<file path="config.mk">
export PLATFORM = sky130hd
export DESIGN_NAME = mdc_top
export DESIGN_NICKNAME = d
export VERILOG_FILES = /design/src/rtl/mdc_pkg.sv /design/src/rtl/mdc_prescaler.sv /design/src/rtl/mdc_regs.sv /design/src/rtl/mdc_count_core.sv /design/src/rtl/mdc_top.sv
export SDC_FILE = /design/constraint.sdc
export NUM_CORES = 1
export LEC_CHECK = 0
export BUFFER_PORTS_ARGS = -buffer_cell sky130_fd_sc_hd__buf_2
export CAP_MARGIN = 20
export CORE_MARGIN = 2
export CORE_UTILIZATION = 55
export DETAILED_ROUTE_END_ITERATION = 10
export PLACE_DENSITY_LB_ADDON = 0.1
export SLEW_MARGIN = 20
export SYNTH_ARGS = -nofsm -noshare
export SYNTH_HDL_FRONTEND = slang
export SYNTH_SLANG_ARGS = --single-unit
</file>
<file path="constraint.sdc">
create_clock -name clk -period 6.31 [get_ports clk]
set_clock_uncertainty 0.2 [all_clocks]
set_input_delay 1.262 -clock clk [delete_from_list [all_inputs] [get_ports clk]]
set_output_delay 1.262 -clock clk [all_outputs]
set_load 0.005 [all_outputs]
</file>
<file path="src/rtl/mdc_pkg.sv">
package mdc_pkg;

    localparam int CNT_W  = 16;
    localparam int PRE_W  = 4;
    localparam int ADDR_W = 2;
    localparam int CTRL_W = 7;

    // Prescaler divide choice, control bits 5:4
    typedef enum logic [1:0] {
        PS_DIV1  = 2'd0,
        PS_DIV4  = 2'd1,
        PS_DIV8  = 2'd2,
        PS_DIV16 = 2'd3
    } ps_sel_e;

    // Register locations
    typedef enum logic [ADDR_W-1:0] {
        LOC_COUNT = 2'd0,
        LOC_CTRL  = 2'd1,
        LOC_FLAG  = 2'd2,
        LOC_NONE  = 2'd3
    } loc_e;

    // Control byte, packed so that its bit positions match the register
    typedef struct packed {
        logic    irq_en;    // bit 6
        ps_sel_e ps_sel;    // bits 5:4
        logic    force_ld;  // bit 3, strobe only, never stored
        logic    rd_load;   // bit 2
        logic    modulus;   // bit 1
        logic    run;       // bit 0
    } ctrl_t;

    // Prescaler terminal value for each divide choice
    function automatic logic [PRE_W-1:0] ps_terminal(input ps_sel_e sel);
        logic [PRE_W-1:0] t;
        case (sel)
            PS_DIV1:  t = PRE_W'(0);
            PS_DIV4:  t = PRE_W'(3);
            PS_DIV8:  t = PRE_W'(7);
            default:  t = PRE_W'(15);
        endcase
        return t;
    endfunction

    // Control value as it is kept in the register: strobe bit dropped
    function automatic ctrl_t ctrl_store(input logic [CTRL_W-1:0] bits);
        ctrl_t c;
        c = ctrl_t'(bits);
        c.force_ld = 1'b0;
        return c;
    endfunction

endpackage

</file>
<file path="src/rtl/mdc_prescaler.sv">
module mdc_prescaler
    import mdc_pkg::*;
#(
    parameter int PRE_W = mdc_pkg::PRE_W
) (
    input  logic    clk,
    input  logic    rst,
    input  logic    run,
    input  logic    clr,
    input  ps_sel_e sel,
    output logic    tick
);

    logic [PRE_W-1:0] pre_q;
    logic [PRE_W-1:0] pre_d;
    logic [PRE_W-1:0] term;

    assign term = PRE_W'(ps_terminal(sel));
    assign tick = run && (pre_q == term);

    always_comb begin
        if (clr || !run || tick) begin
            pre_d = '0;
        end else begin
            pre_d = pre_q + PRE_W'(1);
        end
    end

    always_ff @(posedge clk) begin
        if (rst) begin
            pre_q <= '0;
        end else begin
            pre_q <= pre_d;
        end
    end

endmodule

</file>
<file path="src/rtl/mdc_regs.sv">
module mdc_regs
    import mdc_pkg::*;
#(
    parameter int CNT_W  = mdc_pkg::CNT_W,
    parameter int ADDR_W = mdc_pkg::ADDR_W,
    localparam int NB    = CNT_W / 8
) (
    input  logic              clk,
    input  logic              rst,
    input  logic [ADDR_W-1:0] addr,
    input  logic              wr,
    input  logic [NB-1:0]     be,
    input  logic [CTRL_W-1:0] wbits,
    input  logic [CNT_W-1:0]  count_q,
    input  logic [CNT_W-1:0]  load_q,
    input  logic              flag_set,
    output ctrl_t             ctrl,
    output logic              force_ld,
    output logic              cnt_wr,
    output logic [CNT_W-1:0]  rdata,
    output logic              zero_flag,
    output logic              irq
);

    logic ctl_wr;
    logic flag_clr;
    logic flag_d;

    // Write decode
    assign cnt_wr   = wr && (addr == LOC_COUNT) && (|be);
    assign ctl_wr   = wr && (addr == LOC_CTRL)  && be[0];
    assign flag_clr = wr && (addr == LOC_FLAG)  && be[0] && wbits[0];
    assign force_ld = ctl_wr && wbits[3];

    // Control register
    always_ff @(posedge clk) begin
        if (rst) begin
            ctrl <= '0;
        end else if (ctl_wr) begin
            ctrl <= ctrl_store(wbits);
        end
    end

    // Zero flag: a set on the same edge beats a clear
    always_comb begin
        flag_d = zero_flag;
        if (flag_set) begin
            flag_d = 1'b1;
        end else if (flag_clr) begin
            flag_d = 1'b0;
        end
    end

    always_ff @(posedge clk) begin
        if (rst) begin
            zero_flag <= 1'b0;
        end else begin
            zero_flag <= flag_d;
        end
    end

    assign irq = zero_flag && ctrl.irq_en;

    // Read multiplexer
    always_comb begin
        case (addr)
            LOC_COUNT: rdata = ctrl.rd_load ? load_q : count_q;
            LOC_CTRL:  rdata = CNT_W'(ctrl);
            LOC_FLAG:  rdata = CNT_W'(zero_flag);
            default:   rdata = '0;
        endcase
    end

endmodule

</file>
<file path="src/rtl/mdc_count_core.sv">
module mdc_count_core
    import mdc_pkg::*;
#(
    parameter int CNT_W = mdc_pkg::CNT_W,
    localparam int NB   = CNT_W / 8
) (
    input  logic             clk,
    input  logic             rst,
    input  logic             cnt_wr,
    input  logic [NB-1:0]    be,
    input  logic [CNT_W-1:0] wdata,
    input  logic             modulus,
    input  logic             force_ld,
    input  logic             tick,
    input  logic             latch_ok,
    output logic [CNT_W-1:0] count_q,
    output logic [CNT_W-1:0] load_q,
    output logic             flag_set,
    output logic             imm_wr,
    output logic             zero_wr,
    output logic             latch_pulse
);

    logic [CNT_W-1:0] target;
    logic [CNT_W-1:0] merged;
    logic [CNT_W-1:0] count_d;
    logic [CNT_W-1:0] load_d;
    logic             pulse_d;
    logic             at_one;
    logic             at_zero;

    // A byte write lands on the register the mode writes to
    assign target = modulus ? load_q : count_q;

    for (genvar b = 0; b < NB; b++) begin : g_merge
        assign merged[8*b +: 8] = be[b] ? wdata[8*b +: 8] : target[8*b +: 8];
    end

    assign zero_wr = cnt_wr && (merged == '0);
    assign imm_wr  = cnt_wr && (zero_wr || !modulus);
    assign at_one  = (count_q == CNT_W'(1));
    assign at_zero = (count_q == '0);

    always_comb begin
        count_d  = count_q;
        load_d   = load_q;
        flag_set = 1'b0;
        pulse_d  = zero_wr && latch_ok;

        if (cnt_wr) begin
            load_d = merged;
        end

        if (imm_wr) begin
            count_d = merged;
        end else if (force_ld) begin
            count_d = load_q;
        end else if (tick && !at_zero) begin
            if (at_one) begin
                count_d  = modulus ? load_q : '0;
                flag_set = 1'b1;
                if (modulus && latch_ok) begin
                    pulse_d = 1'b1;
                end
            end else begin
                count_d = count_q - CNT_W'(1);
            end
        end
    end

    always_ff @(posedge clk) begin
        if (rst) begin
            count_q     <= '0;
            load_q      <= '0;
            latch_pulse <= 1'b0;
        end else begin
            count_q     <= count_d;
            load_q      <= load_d;
            latch_pulse <= pulse_d;
        end
    end

endmodule

</file>
<file path="src/rtl/mdc_top.sv">
module mdc_top
    import mdc_pkg::*;
#(
    parameter int CNT_W  = mdc_pkg::CNT_W,
    parameter int PRE_W  = mdc_pkg::PRE_W,
    parameter int ADDR_W = mdc_pkg::ADDR_W,
    localparam int NB    = CNT_W / 8
) (
    input  logic              clk,
    input  logic              rst,
    input  logic [ADDR_W-1:0] bus_addr,
    input  logic              bus_wr,
    input  logic [NB-1:0]     bus_be,
    input  logic [CNT_W-1:0]  bus_wdata,
    output logic [CNT_W-1:0]  bus_rdata,
    input  logic              cap_latch_en,
    input  logic              cap_buf_en,
    output logic              zero_flag,
    output logic              irq,
    output logic              cap_latch_pulse
);

    ctrl_t            ctrl;
    logic             force_ld;
    logic             cnt_wr;
    logic [CNT_W-1:0] count_q;
    logic [CNT_W-1:0] load_q;
    logic             flag_set;
    logic             imm_wr;
    logic             zero_wr;
    logic             tick;
    logic             latch_ok;
    logic             run_en;
    logic             mod_en;

    assign latch_ok = cap_latch_en && cap_buf_en;
    assign run_en   = ctrl.run;
    assign mod_en   = ctrl.modulus;

    mdc_regs #(
        .CNT_W  (CNT_W),
        .ADDR_W (ADDR_W)
    ) u_regs (
        .clk       (clk),
        .rst       (rst),
        .addr      (bus_addr),
        .wr        (bus_wr),
        .be        (bus_be),
        .wbits     (bus_wdata[CTRL_W-1:0]),
        .count_q   (count_q),
        .load_q    (load_q),
        .flag_set  (flag_set),
        .ctrl      (ctrl),
        .force_ld  (force_ld),
        .cnt_wr    (cnt_wr),
        .rdata     (bus_rdata),
        .zero_flag (zero_flag),
        .irq       (irq)
    );

    mdc_prescaler #(
        .PRE_W (PRE_W)
    ) u_pre (
        .clk  (clk),
        .rst  (rst),
        .run  (run_en),
        .clr  (imm_wr),
        .sel  (ctrl.ps_sel),
        .tick (tick)
    );

    mdc_count_core #(
        .CNT_W (CNT_W)
    ) u_core (
        .clk         (clk),
        .rst         (rst),
        .cnt_wr      (cnt_wr),
        .be          (bus_be),
        .wdata       (bus_wdata),
        .modulus     (mod_en),
        .force_ld    (force_ld),
        .tick        (tick),
        .latch_ok    (latch_ok),
        .count_q     (count_q),
        .load_q      (load_q),
        .flag_set    (flag_set),
        .imm_wr      (imm_wr),
        .zero_wr     (zero_wr),
        .latch_pulse (cap_latch_pulse)
    );

endmodule

</file>
Word level (Yosys, flattened, before mapping):

Cells that the tools add are included.
Widths: inputs -> output; s select.

* memories kept: 0
* input bits: 25
* latch bits: 0
* register bits: 44
* output and inout bits: 19
* memory bits (writable): 0
* word-level logic and storage cells: 70
* ROM bits: 0

* equal/unequal tests: 6
* mux-type cells: 22
* add/subtract/negate cells: 2
* $mul: 0
* bitwise logic cells: 0
* order comparisons: 0
* divide/modulo/power cells: 0
* reductions and logical operators: 30
* shifts and indexed selects: 0

Operators with widths (number)
* $mux 16: 7
* $pmux 16 s3: 1
* $logic_not 16->1: 2
* $eq 16x1->1 const B: 1
* $logic_and 1x1->1: 16
* $mux 8: 2
* $sub 16x1->16 const B: 1
* $pmux 4 s3: 1
* $mux 1: 11
* $add 4x1->4 const B: 1
* $eq 2x1->1 const B: 2
* $eq 2x2->1 const B: 2
* $eq 4x4->1: 1
* $logic_not 2->1: 2
* $reduce_or 2->1: 2
* $logic_not 1->1: 3
* $logic_or 1x1->1: 3
* $reduce_bool 3->1: 1
* $reduce_bool 2->1: 1

Depth between registers and ports, before layout:

Gate-level depths: netlist of the first run.

* depth after elaboration: 10
* depth in mapped cells: 9

Modules after synthesis:

Synthesis of the first run repeated with hierarchy kept, for this count alone.

* cells, all modules: 392
* area total of the unflattened synthesis: 3124.2 µm²

Modules (own cells, without submodules)
* mdc_count_core: instances 1, cells each 286, area an instance 2215.9 µm²
* mdc_regs: instances 1, cells each 84, area an instance 684.4 µm²
* mdc_prescaler: instances 1, cells each 21, area an instance 217.7 µm²
* mdc_top: instances 1, cells each 1, area an instance 6.3 µm²

Worst setup path after synthesis of the first run:

OpenSTA, ideal clock, no wires.

* path type: input to output
* from: in bus_addr[1]
* to: out bus_rdata[10]
* buffers on the path: 2
* arrival: 2.016 ns
* cell stages on the path: 4
* required time: 4.848 ns
* slack: 2.832 ns
* path through: clkbuf_1 or2_1 clkbuf_1 nor2_1

* cells in the longest elaborated chain, start to end: 2
* elaborated cells between the ends (all ways): 4

RTL lines
* from (decl): line mdc_top.sv:11 `input logic [ADDR_W-1:0] bus_addr,`
* $eq 2x2->1, or another cell as far along: line mdc_regs.sv:66 `case (addr)`
* $pmux 16 s3 (*): line mdc_regs.sv:66
* to (decl): line mdc_top.sv:15 `output logic [CNT_W-1:0] bus_rdata,`

Mark *: on every way between the ends. The rest lies on a longest branch, timed or not.

Final worst setup path of the first run:

* from: in bus_be[0]
* to: reg u_core.count_q[7]

* cells in the longest elaborated chain, start to end: 6
* elaborated cells between the ends (all ways): 12

RTL lines
* from (decl): line mdc_top.sv:13 `input logic [NB-1:0] bus_be,`
* $mux 8 / $reduce_or 2->1 (equally long branches): line mdc_count_core.sv:36, mdc_regs.sv:30
* $logic_not 16->1 / $logic_and 1x1->1 (equally long branches): line mdc_count_core.sv:39, mdc_regs.sv:30
* $logic_and 1x1->1: line mdc_count_core.sv:39 `assign zero_wr = cnt_wr && (merged == '0);`
* $logic_or 1x1->1: line mdc_count_core.sv:40 `assign imm_wr = cnt_wr && (zero_wr || !modulus);`
* $logic_and 1x1->1: line mdc_count_core.sv:40
* $reduce_bool 3->1 (no line) / $mux 16 (equally long branches)
* to (signal assigned): line mdc_count_core.sv:77 `count_q <= count_d;`
* to (decl): line mdc_count_core.sv:16 `output logic [CNT_W-1:0] count_q,`

Several ways; a longest one is shown, not always the timed one.
A chain may end at the register's enable or synchronous reset.

==> results of run 1 <==
## metrics by stage
step           hold slack [ns]  std cells  utilization, %  total power [W]
2_1_floorplan            0.261        398               -         0.000447
3_3_place_gp             0.280        478            59.9         0.000481
3_5_place_dp             0.282        478            59.9         0.000483
4_1_cts                  0.294        486            61.8         0.000700
5_1_grt                  0.312        486            61.9         0.000737
6_report                 0.294        486            61.9         0.000701
## synth_stat cells (6+ instances only)
| master | number |
|---|---|
| a211oi_1 | 8 |
| a21oi_1 | 24 |
| a22oi_1 | 8 |
| a311oi_1 | 8 |
| buf_2 | 10 |
| clkbuf_1 | 22 |
| dfxtp_1 | 44 |
| mux2_1 | 25 |
| mux2_2 | 6 |
| mux2i_1 | 38 |
| nand2_1 | 27 |
| nand4_1 | 7 |
| nor2_1 | 80 |
| nor3_1 | 26 |
| xnor2_1 | 10 |
## layer usage
| layer | wire length, um | up-vias | GRT usage [%] |
|---|---|---|---|
| li1 | - | 1451 | - |
| met1 | 3970 | 1361 | 39.1 |
| met2 | 3620 | 105 | 41.0 |
| met3 | 469 | 6 | 3.85 |
| met4 | 78 | 0 | 5.76 |
| met5 | 0 | - | 0 |
## layout make-up
| cell class | count | share of cell area, % |
|---|---|---|
| timing repair buffer | 43 | 6.28 |
| sequential | 44 | 25.7 |
| multi-input combinational | 316 | 61.9 |
| clock inverter | 2 | 1.02 |
| clock buffer | 6 | 2.12 |
| inverter | 3 | 0.328 |
| tap | 72 | 2.63 |
## kinds of logic (layout without fill, tap and decap cells)
kind of cell / after synthesis / count (layout) / synth area share, %
compound gates: 63 / 63 / 13.6
buf+inv: 38 / 54 / 5.59
fa+ha+maj: 3 / 3 / 1.18
xor+xnor: 14 / 14 / 3.86
flops: 44 / 44 / 27.7
simple gates: 167 / 167 / 25.1
mux: 69 / 69 / 23.0
## worst max path at each step
| stage | endpoint | depth (start not counted) | start |
|---|---|---|---|
| 4_1_cts | u_core.count_q[14] | 7 | bus_be[0] |
| 3_3_place_gp | u_core.count_q[14] | 7 | bus_be[0] |
| 2_1_floorplan | bus_rdata[10] | 4 | bus_addr[1] |
| 3_5_place_dp | u_core.count_q[14] | 7 | bus_be[0] |
| 5_1_grt | u_core.count_q[13] | 6 | bus_be[0] |
| 6_report | u_core.count_q[7] | 6 | bus_be[0] |
## flip-flops by register name, indices dropped and copies added, names as in the netlist
name                count
u_core.count_q         16
u_pre.pre_q             4
u_regs.ctrl             6
u_core.load_q          16
u_regs.zero_flag        1
u_core.latch_pulse      1
## cells in the final DEF, fill, tap and decap left out, drive strengths merged, types with 3 or more instances in the layout
cell type  count
a211oi         9
a21oi         24
a22oi          8
a311oi         8
and4           3
buf           43
clkbuf         6
dfxtp         44
ha             3
inv            3
mux2          31
mux2i         38
nand2         27
nand4          7
nor2          80
nor3          26
nor3b          4
nor4           4
o21ai          5
or2            3
xnor2         10
xor2           4
## worst min-delay path, cell delays in order, from the launching register on
cell	delay, ns
dfxtp_1	0.34
nand2_1	0.06
a21oi_1	0.05
## power by group
group	leakage [nW]	internal, W	switching, W
sequential	0.356	0.000287	0.0000182
clock	0.0552	0.000118	0.000102
combinational	0.973	0.0000797	0.0000973
total	1.38	0.000484	0.000217
==> metrics.md, run 1 <==
| Metric | Value |
|---|---|
| Largest net degree at the start of global routing | 58 |
| Synthesized Nets | 426 |
| Hold Path Depth | 2 |
| WL/cell | approximately 17 um |
| Post-route design area | 3430 um^2 |
| Antenna violations before repair | 0 |
| Worst flop-to-flop path endpoint | u_core.count_q[8] |
| Multi-input gate area | 2120 um^2 |
| CP Capture Type | flip-flop |
| Final ANT Viol Nets | 0 |
| CTS tree | built |
| Die Wd | roughly 80 um |
| Top cell type by total area after synthesis | dfxtp_1 |
| Yosys cell types | 46 |
| CP max FO | 19 |
| WHS Endpoint | u_core.load_q[14] |
| Cell family with most CP delay | simple AND/OR/NAND/NOR gates |
| Via density | about 6 |
| Starting Density | 57.4% |
| Post-CTS Setup Bufs | 0 |
| Vias | 2923 |
| Global route overflow | 0 |
| Die Footprint | 6400 um^2 |
| Mapped Cells | 398 |
| LEAKAGE | 1.38 nW |
| Placer Congestion | 0.937 |
| Final worst setup slack | 2.46 ns |
| Final Setup Violations | 0 |
| Die Ht | between 80 and 90 um |
| Core ar. | 5540 um^2 |
| # hold bufs at CTS | 0 |
| Highest clock rate | approximately 260 MHz |
| Filler cells | between 500 and 600 |
| H-tree Lvls | 2 |
| Critical path cell sequence | buf_2, and4b_1, and2_1, or2_1, a211oi_1, mux2_1 |
| CP required | 6.29 ns |
| Number of detailed-route iterations in the first pass | 6 |
| Critical path's slowest cell | and2_1 |
| P&R area growth vs syn | 7.87% |
| Critical R2R Launch | u_regs.ctrl[1] |
| Ys Warns | 0 |
| Seq. cell area | 881 um^2 |
| Crit start category | input port |
| Sequential area share after synthesis | 27.7% |
| VDD IR max | slightly above 100 uV |
| Status | finished, final reports clean |
| Post-place instance area | 3320 um^2 |
| DRT iter0 DRCs | around 280 |
| Clock Tree Root | clkbuf_8 |
| Worst slew pin tran | between 1 and 1.5 ns |
| Number of synthesized flops with an enable pin | 0 |
| CP arrival | 3.83 ns |
| Reg2Reg Setup Slack | about 2.8 ns |
| Rows | 27 |
| Synth Flop Type | dfxtp_1 |
| Post-CTS sizing | 0 |
| Clk slew on worst S/H paths | ~0.09 ns |
| Ys async rst share | 0% |
| Share of layout cells above drive strength 1 | 15.5% |
| Hold_sp | u_core.load_q[14] |
| # IOs | 44 |
| Path depth of the worst reg2reg path | 6 |
| DRT Wirelength | 8140 um |
| # nets final | 441 |
| DP Worst Slack | between 2 and 2.5 ns |
| Fin crit share | 61.0% |
| Post-layout min period | 3.85 ns |
| Slew Viols, Final | 0 |
| WP buf/inv | 1 |
| DRC | 0 |
| Synth top area cells | dfxtp_1 (28%), mux2i_1 (12%), nor2_1 (9.4%) |
| Setup tns final | 0 ns |
| Min-Delay Path Class | reg2reg |
| Mapped Area | 3180 um^2 |
| Vias in the first global route | 2558 |
| Max-cap violation count | 0 |
| GRT Total Usage | 26.5% |
| Yosys top cell area share | 27.7% |
| PortBufs | 43 |
| Num CTS Buffers | 5 |
| Clock sinks | 44 |
| Worst-skew pair later-pin latency | 0.30 ns |
| Clk buf depth | 2 |
| Unrepaired setup endpoints after global routing | no |
| DP HPWL | 5530 um |
| WS Path Type | in2reg |
| Slew headroom | 27.4% |
| Synthesized flop and latch total | 44 |
| First-pass GRT wire length | 13300 um |
| PwrDens | 205 nW/um^2 |
| Crit-path max cell delay | 0.64 ns |
| Mean Syn Cell Area | 7.99 um^2 |
| Ant. Diodes | 0 |
| Fin. Hold Viols | 0 |
Power figures use the tool's default switching activity.
==> run 2, diff against run 1 <==
Settings changed: CORE_UTILIZATION 55 to 52.
Clock period 6.31 ns to 3.4 ns, I/O delays scaled along.
==> metrics.md, run 2 (synthesis gave the netlist of run 1 again) <==
| Metric | Value |
|---|---|
| # hold bufs at CTS | 0 (unchanged) |
| Multi-input gate area | 2120 um^2 (-0.18%) |
| Via density | 6.02 (+0.16%) |
| WL/cell | 17.2 um (+3.0%) |
| Final ANT Viol Nets | 0 (unchanged) |
| PwrDens | 354 nW/um^2 (+73%) |
| Clock Tree Root | clkbuf_8 |
| DRT iter0 DRCs | 201 (-27%) |
| H-tree Lvls | 2 (unchanged) |
| PortBufs | 43 (unchanged) |
| CP required | 3.40 ns (-2.89 ns) |
| Fin crit share | 86.0% |
| LEAKAGE | 1.43 nW (+3.2%) |
| Setup tns final | 0 ns (unchanged) |
| Die Footprint | 6750 um^2 (+5.5%) |
| CP arrival | 2.93 ns (-0.90 ns) |
| Biggest regs | u_core.count_q: 16 flops, u_core.load_q: 16 flops, u_regs.ctrl: 6 flops |
| Slew headroom | 31.8% (+4.4 points) |
| DRC | 0 (unchanged) |
| Seq. cell area | 881 um^2 (unchanged) |
| First-pass GRT wire length | 14100 um (+6.3%) |
| Clk buf depth | 2 (unchanged) |
| Path depth of the worst reg2reg path | 8 (+2) |
| # nets final | 453 (+2.7%) |
| Final Setup Violations | 0 (unchanged) |
| CP max FO | 21 (+2) |
| Filler cells | 552 (+3.4%) |
| Largest net degree at the start of global routing | 58 (unchanged) |
| Clk slew on worst S/H paths | 0.10 ns (about the same) |
| Worst-skew pair later-pin latency | 0.31 ns (about the same) |
| Placer Congestion | 0.850 (-9.2%) |
| Num CTS Buffers | 5 (unchanged) |
| DP HPWL | 6120 um (+11%) |
| Core ar. | 5920 um^2 (+6.9%) |
| Clock sinks | 44 (unchanged) |
| DRT Wirelength | 8640 um (+6.2%) |
| Post-layout min period | 2.93 ns |
| Hold_sp | u_core.load_q[14] |
| Die Ht | 82.2 um (+2.7%) |
| Post-CTS Setup Bufs | 0 (unchanged) |
| Worst Setup SP | u_regs.ctrl[1] |
| Min Hold Slack | 0.325 ns (+0.0303 ns) |
| CTS tree | built |
| WS Path Type | reg2reg |
| Worst slew pin tran | 1.02 ns (-0.0640 ns) |
| Antenna violations before repair | 0 (unchanged) |
| Ant. Diodes | 0 (unchanged) |
| Rows | 28 (+3.7%) |
| Hold Path Depth | 2 (unchanged) |
| Vias | 3018 (+3.3%) |
| Crit start category | flip-flop |
| Global route overflow | 0 (unchanged) |
| Slew Viols, Final | 0 (unchanged) |
| Highest clock rate | roughly 340 MHz |
| Worst flop-to-flop path endpoint | u_core.count_q[12] |
| CP Capture Type | flip-flop |
| VDD IR max | 183 uV (+77%) |
| Post-CTS sizing | 0 (unchanged) |
| WHS Endpoint | u_core.load_q[14] |
| Fin. Hold Viols | 0 (unchanged) |
| P&R area growth vs syn | 10.2% |
| Status | finished, final reports clean |
| Final Core Density | 59.2% (-2.7 points) |
| Commonest non-fill, non-tap cell in the layout | nor2_1 |
| Reg2Reg Setup Slack | 0.47 ns (-2.29 ns) |
| Vias in the first global route | 2803 (+9.6%) |
| # IOs | 44 (unchanged) |
| Min-Delay Path Class | reg2reg |
| Die Wd | 82.2 um (+2.7%) |
| GRT Total Usage | 27.5% (+0.99 points) |
| Commonest cells after routing, fill and taps aside | nor2_1 (80), dfxtp_1 (44), buf_2 (43), mux2i_1 (38), nand2_1 (27) |
| Share of layout cells above drive strength 1 | 17.6% (+2.1 points) |
| Critical R2R Launch | u_regs.ctrl[1] |
| Max-cap violation count | 0 (unchanged) |
| Starting Density | 53.7% (-3.7 points) |
| Unrepaired setup endpoints after global routing | no |
| Number of detailed-route iterations in the first pass | 5 (-1) |
-- run 2: critical path, cell delays in order, from the launching register on --
cell and delay, ns:
dfxtp_1 0.31, buf_4 0.30, mux2_2 0.38, mux2i_1 0.25, nand4_1 0.24, nor3_1 0.29
a31o_2 0.30, buf_4 0.22, mux2_1 0.34
-- run 2: cell type report --
cell class	instances	area share, %
clock inverters	3	0.679
clock buffers	5	1.96
repair buffers	55	8.71
multi-input cells	316	60.5
inverters	3	0.321
flip-flops and latches	44	25.1
well taps	75	2.68
-- run 2: per-layer routing --
metal / share of wire (%) / routed length [um] / vias up / GRT usage, %
met2: 45 / 3870 / 144 / 44.6
li1: - / - / 1476 / -
met4: 1.1 / 99 / 0 / 6.50
met5: 0 / 0 / - / 0
met1: 46 / 3980 / 1387 / 39.0
met3: 8.0 / 688 / 11 / 3.37
-- run 2: through the flow --
step	cell area [um^2]	setup slack, ns	total power (W)	cells
finish	3500	0.474	0.00124	501
global route	3500	0.307	0.00131	501
CTS	3500	0.493	0.00125	501
detailed placement	3410	0.393	0.000905	493
global placement	3410	0.469	0.000902	493
floorplan	3180	0.630	0.000829	398
-- run 2: report_power, final --
part           total (W)  switching, W  internal (W)
clock network   0.000341      0.000195      0.000146
logic           0.000337      0.000184      0.000153
registers       0.000563     0.0000310      0.000532
-- run 2: worst max-delay path by stage --
stage / end / slack (ns)
finish: u_core.count_q[12] / 0.47
global route: u_core.count_q[10] / 0.31
CTS: u_core.count_q[12] / 0.49
detailed placement: u_core.count_q[10] / 0.39
global placement: u_core.count_q[6] / 0.47
floorplan: u_core.count_q[0] / 0.63
==> run 3, diff against run 2 <==
Settings changed: ABC_AREA set to 1, CORE_UTILIZATION 52 to 54.
==> metrics.md, run 3 <==
| Metric | Value |
|---|---|
| Fin crit share | 84.2% (-1.9 points) |
| Post-CTS sizing | 0 (unchanged) |
| Die Wd | 86.8 um (+5.7%) |
| CP arrival | 2.90 ns (-0.03 ns) |
| CP required | 3.44 ns (+0.04 ns) |
| Die Footprint | 7540 um^2 (+12%) |
| CTS tree | built |
| Highest clock rate | 349 MHz (+2.2%) |
| VDD IR max | 153 uV (-16%) |
| Share of layout cells above drive strength 1 | 20.3% (+2.7 points) |
| Ys Warns | 0 (unchanged) |
| # nets final | 682 (+51%) |
| Number of synthesized flops with an enable pin | 0 (unchanged) |
| Starting Density | 55.1% (+1.5 points) |
| Unrepaired setup endpoints after global routing | no |
| H-tree Lvls | 2 (unchanged) |
| Met1 usage | 48.6% (+9.6 points) |
| DP HPWL | 8440 um (+38%) |
| Min-Delay Path Class | reg2reg |
| Clk buf depth | 2 (unchanged) |
| Slew Viols, Final | 0 (unchanged) |
| Clk slew on worst S/H paths | 0.09 ns (about the same) |
| Number of detailed-route iterations in the first pass | 5 (unchanged) |
| Post-CTS Setup Bufs | 0 (unchanged) |
| Met2 Track Usage GR | 45.7% (+1.0 points) |
| GRT Total Usage | 31.6% (+4.1 points) |
| Ys async rst share | 0% (unchanged) |
| LEAKAGE | 2.02 nW (+42%) |
| P&R area growth vs syn | 10.0% |
| Status | finished, final reports clean |
| Commonest cells in the netlist | nand2_1 (160), inv_1 (60), nor2_1 (60) |
| Synth top area cells | dfxtp_1 (24%), nand2_1 (16%), o21ai_0 (8.0%) |
| Top cell type by total area after synthesis | dfxtp_1 |
| Setup tns final | 0 ns (unchanged) |
| Worst slew pin tran | 0.813 ns (-0.210 ns) |
| CP Capture Type | flip-flop |
| Critical path cell sequence | buf_12, inv_2, buf_4, nand2_1, nand3_2, nand2_2, nand2_1, nor2_1, nand2_1, nor2_2, o21bai_4, nand2_4, nor2_8, nor2_1, nor2_1 |
| Clock sinks | 44 (unchanged) |
| Top Usage Layer GRT | met1 |
| Final Core Density | 60.7% (+1.5 points) |
| Crit-path max cell delay | 0.63 ns (+0.25 ns) |
| # IOs | 44 (unchanged) |
| WL/cell | 15.5 um (-9.8%) |
| Synthesized Nets | 646 (+52%) |
| PwrDens | 405 nW/um^2 (+14%) |
| Synth Flop Type | dfxtp_1 |
| Die Ht | 86.8 um (+5.7%) |
| Grt met3 use | 4.86% (+1.5 points) |
| Vias | 4149 (+37%) |
| Core ar. | 6720 um^2 (+13%) |
| Synthesized flop and latch total | 44 (unchanged) |
| Commonest cells after routing, fill and taps aside | nand2_1 (160), inv_1 (60), o21ai_0 (59), nor2_1 (59), a21oi_1 (48) |
| Vias in the first global route | 3776 (+35%) |
| DRT Wirelength | 11400 um (+32%) |
| # hold bufs at CTS | 0 (unchanged) |
| CP max FO | 31 (+48%) |
| Clock Tree Root | clkbuf_8 |
| DRT iter0 DRCs | 461 (+130%) |
| Mean Syn Cell Area | 5.99 um^2 (-25%) |
| Antenna violations before repair | 0 (unchanged) |
| Worst-skew pair later-pin latency | 0.30 ns (about the same) |
| Via density | 5.64 (-6.3%) |
| PortBufs | 43 (unchanged) |
| Yosys cell types | 31 (-33%) |
| Ant. Diodes | 0 (unchanged) |
| Largest net degree at the start of global routing | 32 (-45%) |
| Biggest regs | u_core.count_q: 16 flops, u_core.load_q: 16 flops, u_regs.ctrl: 6 flops |
| Yosys top cell area share | 23.8% (-3.9 points) |
| Mapped Cells | 618 (+55%) |
| Top-count cell post-synth | nand2_1 |
| Final ANT Viol Nets | 0 (unchanged) |
| Final Setup Violations | 0 (unchanged) |
| Commonest non-fill, non-tap cell in the layout | nand2_1 |
| Crit start category | flip-flop |
| Post-layout min period | 2.86 ns (-0.0634 ns) |
| Num CTS Buffers | 5 (unchanged) |
| Slew headroom | 45.6% (+14 points) |
| Global route overflow | 0 (unchanged) |
| Max-cap violation count | 0 (unchanged) |
| DRC | 0 (unchanged) |
| Mapped Area | 3700 um^2 (+17%) |
| WS Path Type | reg2reg |
| Fin. Hold Viols | 0 (unchanged) |
| Placer Congestion | 0.924 (+8.6%) |
| Critical path's slowest cell | o21bai_4 |
| Sequential area share after synthesis | 23.8% (-3.9 points) |
| First-pass GRT wire length | 18900 um (+34%) |
| Rows | 30 (+7.1%) |
run 3: changes by cell type after synthesis, moves of 20 or more:
cell,before,now
mux2_1,25,0
o21ai_0,3,59
a21oi_1,24,48
nor2_2,0,25
nor3_1,26,2
nand3_1,1,45
nand2_1,27,160
mux2i_1,38,0
nor2_1,80,60
inv_1,3,60
run 3: routing by layer:
metal / wire, um / share of wire [%]
met5: 0 / 0
met4: 174 / 1.5
met3: 1170 / 10
met2: 4780 / 42
met1: 5290 / 46
run 3: area by class of cell:
class	instances	area (um^2)
Clock inverter	2	38.8
Timing Repair Buffer	60	355
Sequential cell	44	881
Tap cell	80	100
Multi-Input combinational cell	480	2380
Inverter	63	236
Fill cell	665	2640
Clock buffer	6	82.6
run 3: metrics by stage:
step,hold slack (ns),setup WS (ns),cells,instance area (um^2),total power (W)
2_1_floorplan,0.238,1.10,618,3700,0.00105
3_3_place_gp,0.258,0.400,727,3950,0.00120
3_5_place_dp,0.261,0.307,727,3950,0.00120
4_1_cts,0.282,0.578,735,4080,0.00163
5_1_grt,0.340,0.307,735,4080,0.00176
6_report,0.279,0.538,735,4080,0.00165
run 3: path summary, 6_finish.rpt:
check | from | end | slack, ns | depth (start not counted)
hold / removal | u_pre.pre_q[0] | u_pre.pre_q[0] | 0.28 | 1
setup reg to reg | u_regs.ctrl[1] | u_core.count_q[2] | 0.54 | 15
hold reg to reg | u_pre.pre_q[0] | u_pre.pre_q[0] | 0.28 | 1
setup / recovery | u_regs.ctrl[1] | u_core.count_q[2] | 0.54 | 15
run 3: cell families after synthesis:
| family | synth area share [%] |
|---|---|
| AO/OA/AOI/OAI | 16.6 |
| XOR/XNOR | 2.84 |
| adder cells (fa/ha/maj) | 1.01 |
| buffers and inverters | 12.0 |
| flip-flops | 23.8 |
| AND/OR/NAND/NOR | 43.8 |
run 3: power by group:
group / internal, W / switching [W]
Sequential: 0.000546 / 0.0000464
Combinational: 0.000222 / 0.000401
Clock: 0.000241 / 0.000195
Total: 0.00101 / 0.000642
run 3: worst max-delay path: cells and delay by family, from the launching register on:
kind	cells	cell delay, ns
DFF	1	0.33
buffers and inverters	3	0.46
AOI/OAI and AO/OA	1	0.63
and+or+nand+nor	11	1.14
